**src/rtl/wseq_pkg.sv**
```systemverilog
// Shared types and address map for the waveform sequencer.
package wseq_pkg;
    typedef enum logic [1:0] {
        PH_IDLE = 2'd0,
        PH_PUMP = 2'd1,
        PH_WAVE = 2'd2
    } phase_t;

    localparam logic [7:0] ADDR_CTRL = 8'h00;
    localparam logic [7:0] ADDR_WAVE = 8'h01;
    localparam logic [7:0] ADDR_CMD  = 8'h02;
endpackage

```
**src/rtl/wseq_spi_rx.sv**
```systemverilog
// Serial frame receiver.
// Brings chip select, clock and data into the system clock domain through
// SYNC_STAGES flops each. While chip select is low, it shifts in the data bit
// on every rising serial-clock edge. After the last bit of an ADDR_W+DATA_W
// frame it pulses frame_valid for one cycle. Raising chip select clears the
// bit count, so a short frame never produces a pulse.
// Assumes that the serial clock runs several times slower than clk.
module wseq_spi_rx #(
    parameter int unsigned ADDR_W      = 8,
    parameter int unsigned DATA_W      = 8,
    parameter int unsigned SYNC_STAGES = 2
) (
    input  logic              clk,
    input  logic              rst_n,
    input  logic              spi_cs_n,
    input  logic              spi_sck,
    input  logic              spi_sdi,
    output logic              frame_valid,
    output logic [ADDR_W-1:0] frame_addr,
    output logic [DATA_W-1:0] frame_data
);
    localparam int unsigned FRAME_W = ADDR_W + DATA_W;
    localparam int unsigned CNT_W   = $clog2(FRAME_W + 1);
    localparam logic [CNT_W-1:0] LAST_BIT = CNT_W'(FRAME_W - 1);
    localparam logic [CNT_W-1:0] FULL     = CNT_W'(FRAME_W);

    logic [SYNC_STAGES-1:0] cs_sync, sck_sync, sdi_sync;
    logic                   sck_prev;
    logic [CNT_W-1:0]       bit_cnt;
    logic [FRAME_W-1:0]     shreg;
    logic                   cs_s, sck_s, sdi_s, sck_rise;

    // Synchronise the three bus lines and keep the previous clock sample.
    always_ff @(posedge clk) begin
        if (!rst_n) begin
            cs_sync  <= '1;
            sck_sync <= '0;
            sdi_sync <= '0;
            sck_prev <= 1'b0;
        end else begin
            cs_sync  <= {cs_sync[SYNC_STAGES-2:0], spi_cs_n};
            sck_sync <= {sck_sync[SYNC_STAGES-2:0], spi_sck};
            sdi_sync <= {sdi_sync[SYNC_STAGES-2:0], spi_sdi};
            sck_prev <= sck_s;
        end
    end

    // Select the synchronised line values and find the rising clock edge.
    always_comb begin
        cs_s     = cs_sync[SYNC_STAGES-1];
        sck_s    = sck_sync[SYNC_STAGES-1];
        sdi_s    = sdi_sync[SYNC_STAGES-1];
        sck_rise = sck_s & ~sck_prev;
    end

    // Shift in the frame bits and flag a complete frame.
    always_ff @(posedge clk) begin
        if (!rst_n) begin
            bit_cnt     <= '0;
            shreg       <= '0;
            frame_valid <= 1'b0;
        end else begin
            frame_valid <= 1'b0;
            if (cs_s) begin
                bit_cnt <= '0;
            end else if (sck_rise && bit_cnt < FULL) begin
                shreg   <= {shreg[FRAME_W-2:0], sdi_s};
                bit_cnt <= bit_cnt + 1'b1;
                if (bit_cnt == LAST_BIT) frame_valid <= 1'b1;
            end
        end
    end

    assign frame_addr = shreg[FRAME_W-1:DATA_W];
    assign frame_data = shreg[DATA_W-1:0];

    a_r1_single_pulse: assert property (@(posedge clk) disable iff (!rst_n)
        frame_valid |=> !frame_valid);
    a_r1_count_bounded: assert property (@(posedge clk) disable iff (!rst_n)
        bit_cnt <= FULL);
    a_r2_cs_clears_count: assert property (@(posedge clk) disable iff (!rst_n)
        cs_s |=> (bit_cnt == '0));
endmodule

```
**src/rtl/wseq_timer.sv**
```systemverilog
// Phase sequencer.
// On start, it runs the pump phase (automatic mode only) and then the
// waveform phase. Each phase lasts its length field times 2**TICK_LOG2
// cycles. A phase whose length is zero is skipped.
// Assumes that start is only asserted while the phase is idle, and that
// RISE_W is not larger than WAVE_W.
module wseq_timer
    import wseq_pkg::*;
#(
    parameter int unsigned RISE_W    = 7,
    parameter int unsigned WAVE_W    = 8,
    parameter int unsigned TICK_LOG2 = 4
) (
    input  logic              clk,
    input  logic              rst_n,
    input  logic              start,
    input  logic              auto_mode,
    input  logic [RISE_W-1:0] rise_len,
    input  logic [WAVE_W-1:0] wave_len,
    output phase_t            phase
);
    localparam int unsigned CNT_W = WAVE_W + TICK_LOG2;

    logic [CNT_W-1:0] cnt;
    logic [CNT_W-1:0] rise_load, wave_load;
    logic             rise_nz, wave_nz;

    // Convert the length fields into terminal counts.
    always_comb begin
        rise_load = CNT_W'({rise_len, {TICK_LOG2{1'b0}}}) - 1'b1;
        wave_load = CNT_W'({wave_len, {TICK_LOG2{1'b0}}}) - 1'b1;
        rise_nz   = |rise_len;
        wave_nz   = |wave_len;
    end

    // Phase state and down-counter.
    always_ff @(posedge clk) begin
        if (!rst_n) begin
            phase <= PH_IDLE;
            cnt   <= '0;
        end else begin
            unique case (phase)
                PH_IDLE: if (start) begin
                    if (auto_mode && rise_nz) begin
                        phase <= PH_PUMP;
                        cnt   <= rise_load;
                    end else if (wave_nz) begin
                        phase <= PH_WAVE;
                        cnt   <= wave_load;
                    end
                end
                PH_PUMP: if (cnt == '0) begin
                    if (wave_nz) begin
                        phase <= PH_WAVE;
                        cnt   <= wave_load;
                    end else begin
                        phase <= PH_IDLE;
                    end
                end else begin
                    cnt <= cnt - 1'b1;
                end
                PH_WAVE: if (cnt == '0) phase <= PH_IDLE;
                         else cnt <= cnt - 1'b1;
                default: phase <= PH_IDLE;
            endcase
        end
    end

    a_r6_manual_no_pump: assert property (@(posedge clk) disable iff (!rst_n)
        (phase == PH_IDLE && start && !auto_mode) |=> (phase != PH_PUMP));
    a_r7_wave_not_back_to_pump: assert property (@(posedge clk) disable iff (!rst_n)
        (phase == PH_WAVE) |=> (phase != PH_PUMP));
    a_r9_zero_start_stays_idle: assert property (@(posedge clk) disable iff (!rst_n)
        (phase == PH_IDLE && start && !wave_nz && !(auto_mode && rise_nz)) |=> (phase == PH_IDLE));
endmodule

```
**src/rtl/wseq_ctrl.sv**
```systemverilog
// Top level of the waveform sequencer.
// Decodes the received serial frames into the control byte, the waveform
// byte and the start command. It drops all of them while a sequence is
// running, and exposes busy and the current phase.
// Assumes that chip select stays high for a gap between frames.
module wseq_ctrl
    import wseq_pkg::*;
#(
    parameter int unsigned DATA_W    = 8,
    parameter int unsigned TICK_LOG2 = 4
) (
    input  logic       clk,
    input  logic       rst_n,
    input  logic       spi_cs_n,
    input  logic       spi_sck,
    input  logic       spi_sdi,
    output logic       busy,
    output logic [1:0] phase
);
    localparam int unsigned ADDR_W = 8;
    localparam int unsigned RISE_W = DATA_W - 1;

    logic              fv;
    logic [ADDR_W-1:0] faddr;
    logic [DATA_W-1:0] fdata;
    logic [DATA_W-1:0] ctrl_q, wave_q;
    logic              start;
    phase_t            ph;

    wseq_spi_rx #(.ADDR_W(ADDR_W), .DATA_W(DATA_W), .SYNC_STAGES(2)) u_rx (
        .clk(clk), .rst_n(rst_n),
        .spi_cs_n(spi_cs_n), .spi_sck(spi_sck), .spi_sdi(spi_sdi),
        .frame_valid(fv), .frame_addr(faddr), .frame_data(fdata)
    );

    // Register writes; frames that arrive while busy are dropped.
    always_ff @(posedge clk) begin
        if (!rst_n) begin
            ctrl_q <= '0;
            wave_q <= '0;
        end else if (fv && !busy) begin
            if (faddr == ADDR_CTRL) ctrl_q <= fdata;
            if (faddr == ADDR_WAVE) wave_q <= fdata;
        end
    end

    // Decode the start command; it only acts while idle.
    always_comb start = fv && !busy && (faddr == ADDR_CMD) && fdata[0];

    wseq_timer #(.RISE_W(RISE_W), .WAVE_W(DATA_W), .TICK_LOG2(TICK_LOG2)) u_tmr (
        .clk(clk), .rst_n(rst_n), .start(start),
        .auto_mode(ctrl_q[DATA_W-1]), .rise_len(ctrl_q[RISE_W-1:0]),
        .wave_len(wave_q), .phase(ph)
    );

    assign busy  = (ph != PH_IDLE);
    assign phase = ph;

    a_r8_ctrl_locked: assert property (@(posedge clk) disable iff (!rst_n)
        busy |=> $stable(ctrl_q));
    a_r8_wave_locked: assert property (@(posedge clk) disable iff (!rst_n)
        busy |=> $stable(wave_q));
    a_r4_clear_bit_no_start: assert property (@(posedge clk) disable iff (!rst_n)
        (fv && !busy && faddr == ADDR_CMD && !fdata[0]) |=> !busy);
endmodule

```
**config.mk**
```make
export PLATFORM = sky130hd
export DESIGN_NAME = wseq_ctrl
export DESIGN_NICKNAME = d
export VERILOG_FILES = /design/src/rtl/wseq_pkg.sv /design/src/rtl/wseq_spi_rx.sv /design/src/rtl/wseq_timer.sv /design/src/rtl/wseq_ctrl.sv
export SDC_FILE = /design/constraint.sdc
export NUM_CORES = 1
export LEC_CHECK = 0
export BUFFER_PORTS_ARGS = -buffer_cell sky130_fd_sc_hd__clkbuf_2
export CAP_MARGIN = 20
export CELL_PAD_IN_SITES_DETAIL_PLACEMENT = 1
export CELL_PAD_IN_SITES_GLOBAL_PLACEMENT = 2
export CORE_AREA = 2 2 111 113
export CTS_CLUSTER_DIAMETER = 100
export DETAILED_ROUTE_END_ITERATION = 8
export DIE_AREA = 0 0 113 115
export PLACE_DENSITY = 0.57
export SLEW_MARGIN = 10
export SYNTH_ARGS = -nofsm -noshare
export SYNTH_HDL_FRONTEND = slang
export SYNTH_SLANG_ARGS = --single-unit
```
**constraint.sdc**
```tcl
create_clock -name clk -period 2.8 [get_ports clk]
set_input_delay 0.56 -clock clk [delete_from_list [all_inputs] [get_ports clk]]
set_output_delay 0.56 -clock clk [all_outputs]
set_load 0.01 [all_outputs]
```
==> impl_metrics.toml <==
[logic_synthesis]
synth_seq_cells = 59
yosys_warnings = 0
netlist_area_mm2 = 0.00324
synth.most_common_cell = "dfxtp_1"
synthArstFlopShare_pct = 0
synth_top_area_share_pct = 36.5
synth.yosys.seq_area_share_pct = 36.5
yosys.area.top_type = "dfxtp_1"
synthFlopType = "dfxtp_1"
yosys-top-cells-count = "59 x dfxtp_1, 49 x nand2_1, 35 x nor2_1"
synth_cell_types = 62
syn_area_per_cell_um2 = 8.33
yosys-top-cells-area = "dfxtp_1 36%, nand2_1 5.7%, mux2i_1 5.3%"
postSynthCellCount = 389
syn_nets = 405
synth_edf_count = 0

[clocking]
cts_max_path_buffers = 2
cts_inserted_buffers = 9
htreeDepth = 3
cts.sinks = 59
cts_setup_buffers = 0
post_cts_resized = 0
clock-root-buffer = "clkbuf_16"
cts.clk_slew.worst_paths_ns = 0.06
cts_tree = "built"
hold_buffers = 0
clkLatencyLatePin_ns = 0.33

[global_routing]
grt_max_degree = 36
antenna_found_initial = 0
grt.total_usage_pct = 15.5
grt_overflow = 0
grt_pass1_wl_mm = 15.5
grt_pass1_vias = 2880

[floorplanning]
dieArea_mm2 = 0.0130
rows = 40
chipHeight_um = 115
start_util_pct = 27.4
die_w_um = 113
core_mm2 = 0.0118
num_io_pins = 8

[worst_setup_path]
start_kind = "register"
cp.required_ns = 3.02
cp_max_fo = 11
crit_arrival_ns = 2.72
cp-end-kind = "register"
critPathKind = "reg -> reg"
reg2regPathDepth = 6

[drt]
drtIter0Drc = 84
vias = 2805
routedWlPerCell_um = 17.3
wirelength_mm = 9.45
dr.pass1.iters = 4
antenna_left = 0
drt-vias-per-instance = 5.14
drc = 0

[layout]
areaGrowthSynthToFinish_pct = 15.5
nNetsFinal = 410
num_antenna_cells = 0
layout-drive-gt1-share_pct = 11.8

[flow_run]
cap_violations = 0

[sta]
min_period_ns = 2.49
setup_viol = 0
finalHoldViolations = 0
slew_violations = 0
rsz0062_at_grt = "false"
max_freq_mhz = 401
fin_crit_sh_pct = 89.1
final.setup.tns_ns = 0
whs_ns = 0.409
worstMarginPinSlew_ns = 0.729
finClkSkew_ns = 0.00842
worst_slew_margin_rel_pct = 50.9

[pwr]
powerDensity_mw_per_mm2 = 558
leakage_nw = 1.38
power_w = 0.00209
ir_worst_vdd_uv = 229

[run_status]
status = "finished clean"

[placement]
port_buffers = 7
gp_congestion = 0.807
hpwl_mm = 6.96

[worst_hold_path]
hold_depth = 1
hold_class = "reg -> reg"
==> layer usage <==
| layer | vias up | routed length [um] | GRT usage [%] |
|---|---|---|---|
| met5 | - | 0 | 0 |
| met4 | 0 | 157 | 5.85 |
| met3 | 11 | 272 | 3.16 |
| met2 | 30 | 4520 | 25.1 |
| met1 | 1367 | 4510 | 20.3 |
| li1 | 1397 | - | - |
==> final cells by class <==
type,instances,area (um^2)
clock buffer,10,239
clock inverter,6,88.8
fill,1409,8070
inverter,16,60.1
multi-input combinational,293,1890
sequential,59,1180
tap,147,184
timing repair buffer,15,95.1
==> critical path, stage by stage, from the launching register on <==
cell and delay [ns]:
dfxtp_1 0.38, or4_1 0.74, nor3_4 0.48, a21boi_2 0.18, nand2_1 0.24, nor2_1 0.12
a32o_1 0.23
==> through the flow <==
step / area [um^2] / setup slack [ns] / util [%] / std cells
global placement: 3410 / 0.363 / 28.9 / 530
finish: 3740 / 0.306 / 31.7 / 546
global route: 3740 / 0.197 / 31.7 / 546
detailed placement: 3410 / 0.347 / 28.9 / 530
floorplan: 3240 / 0.691 / - / 389
CTS: 3740 / 0.329 / 31.7 / 546
==> registers in the layout, summed over array words and instances (netlist names) <==
register / flops
ctrl_q: 8
u_rx.bit_cnt: 5
u_rx.cs_sync: 2
u_rx.frame_valid: 1
u_rx.sck_prev: 1
u_rx.sck_sync: 2
u_rx.sdi_sync: 2
u_rx.shreg: 16
u_tmr.cnt: 12
u_tmr.phase: 2
wave_q: 8
==> placed cells by master (no fill, tap or decap), drive strengths merged, types with 8 or more instances in the layout <==
master  count
buf         8
o21ai      13
dfxtp      59
a21oi      31
mux2i      17
clkbuf     17
nand3       9
xnor2      12
nand2      50
nor2       36
nor3       16
inv        15
ha         11
nor4       10
==> cell families (layout without fill, tap and decap cells) <==
group	after synthesis	count (layout)	share of synthesized area, %
adders and majority gates	11	11	4.25
and+or+nand+nor	159	159	25.2
muxes	18	18	5.60
xor gates and xnor gates	16	16	4.33
AOI/OAI and AO/OA	89	89	19.0
buffers and inverters	37	47	5.14
DFF	59	59	36.5
==> worst paths after layout <==
path / from / endpoint / slack, ns
worst max-delay path: u_tmr.cnt[4] / u_tmr.cnt[2] / 0.31
worst min-delay path: u_rx.cs_sync[0] / u_rx.cs_sync[1] / 0.41
worst max register to register: u_tmr.cnt[4] / u_tmr.cnt[2] / 0.31
worst min register to register: u_rx.cs_sync[0] / u_rx.cs_sync[1] / 0.41
==> power by group <==
part / internal [W] / switching [W]
sequential: 0.000844 / 0.00000133
combinational: 0.00000692 / 0.0000185
clock: 0.000802 / 0.000414
(Power assumes the default switching activity.)
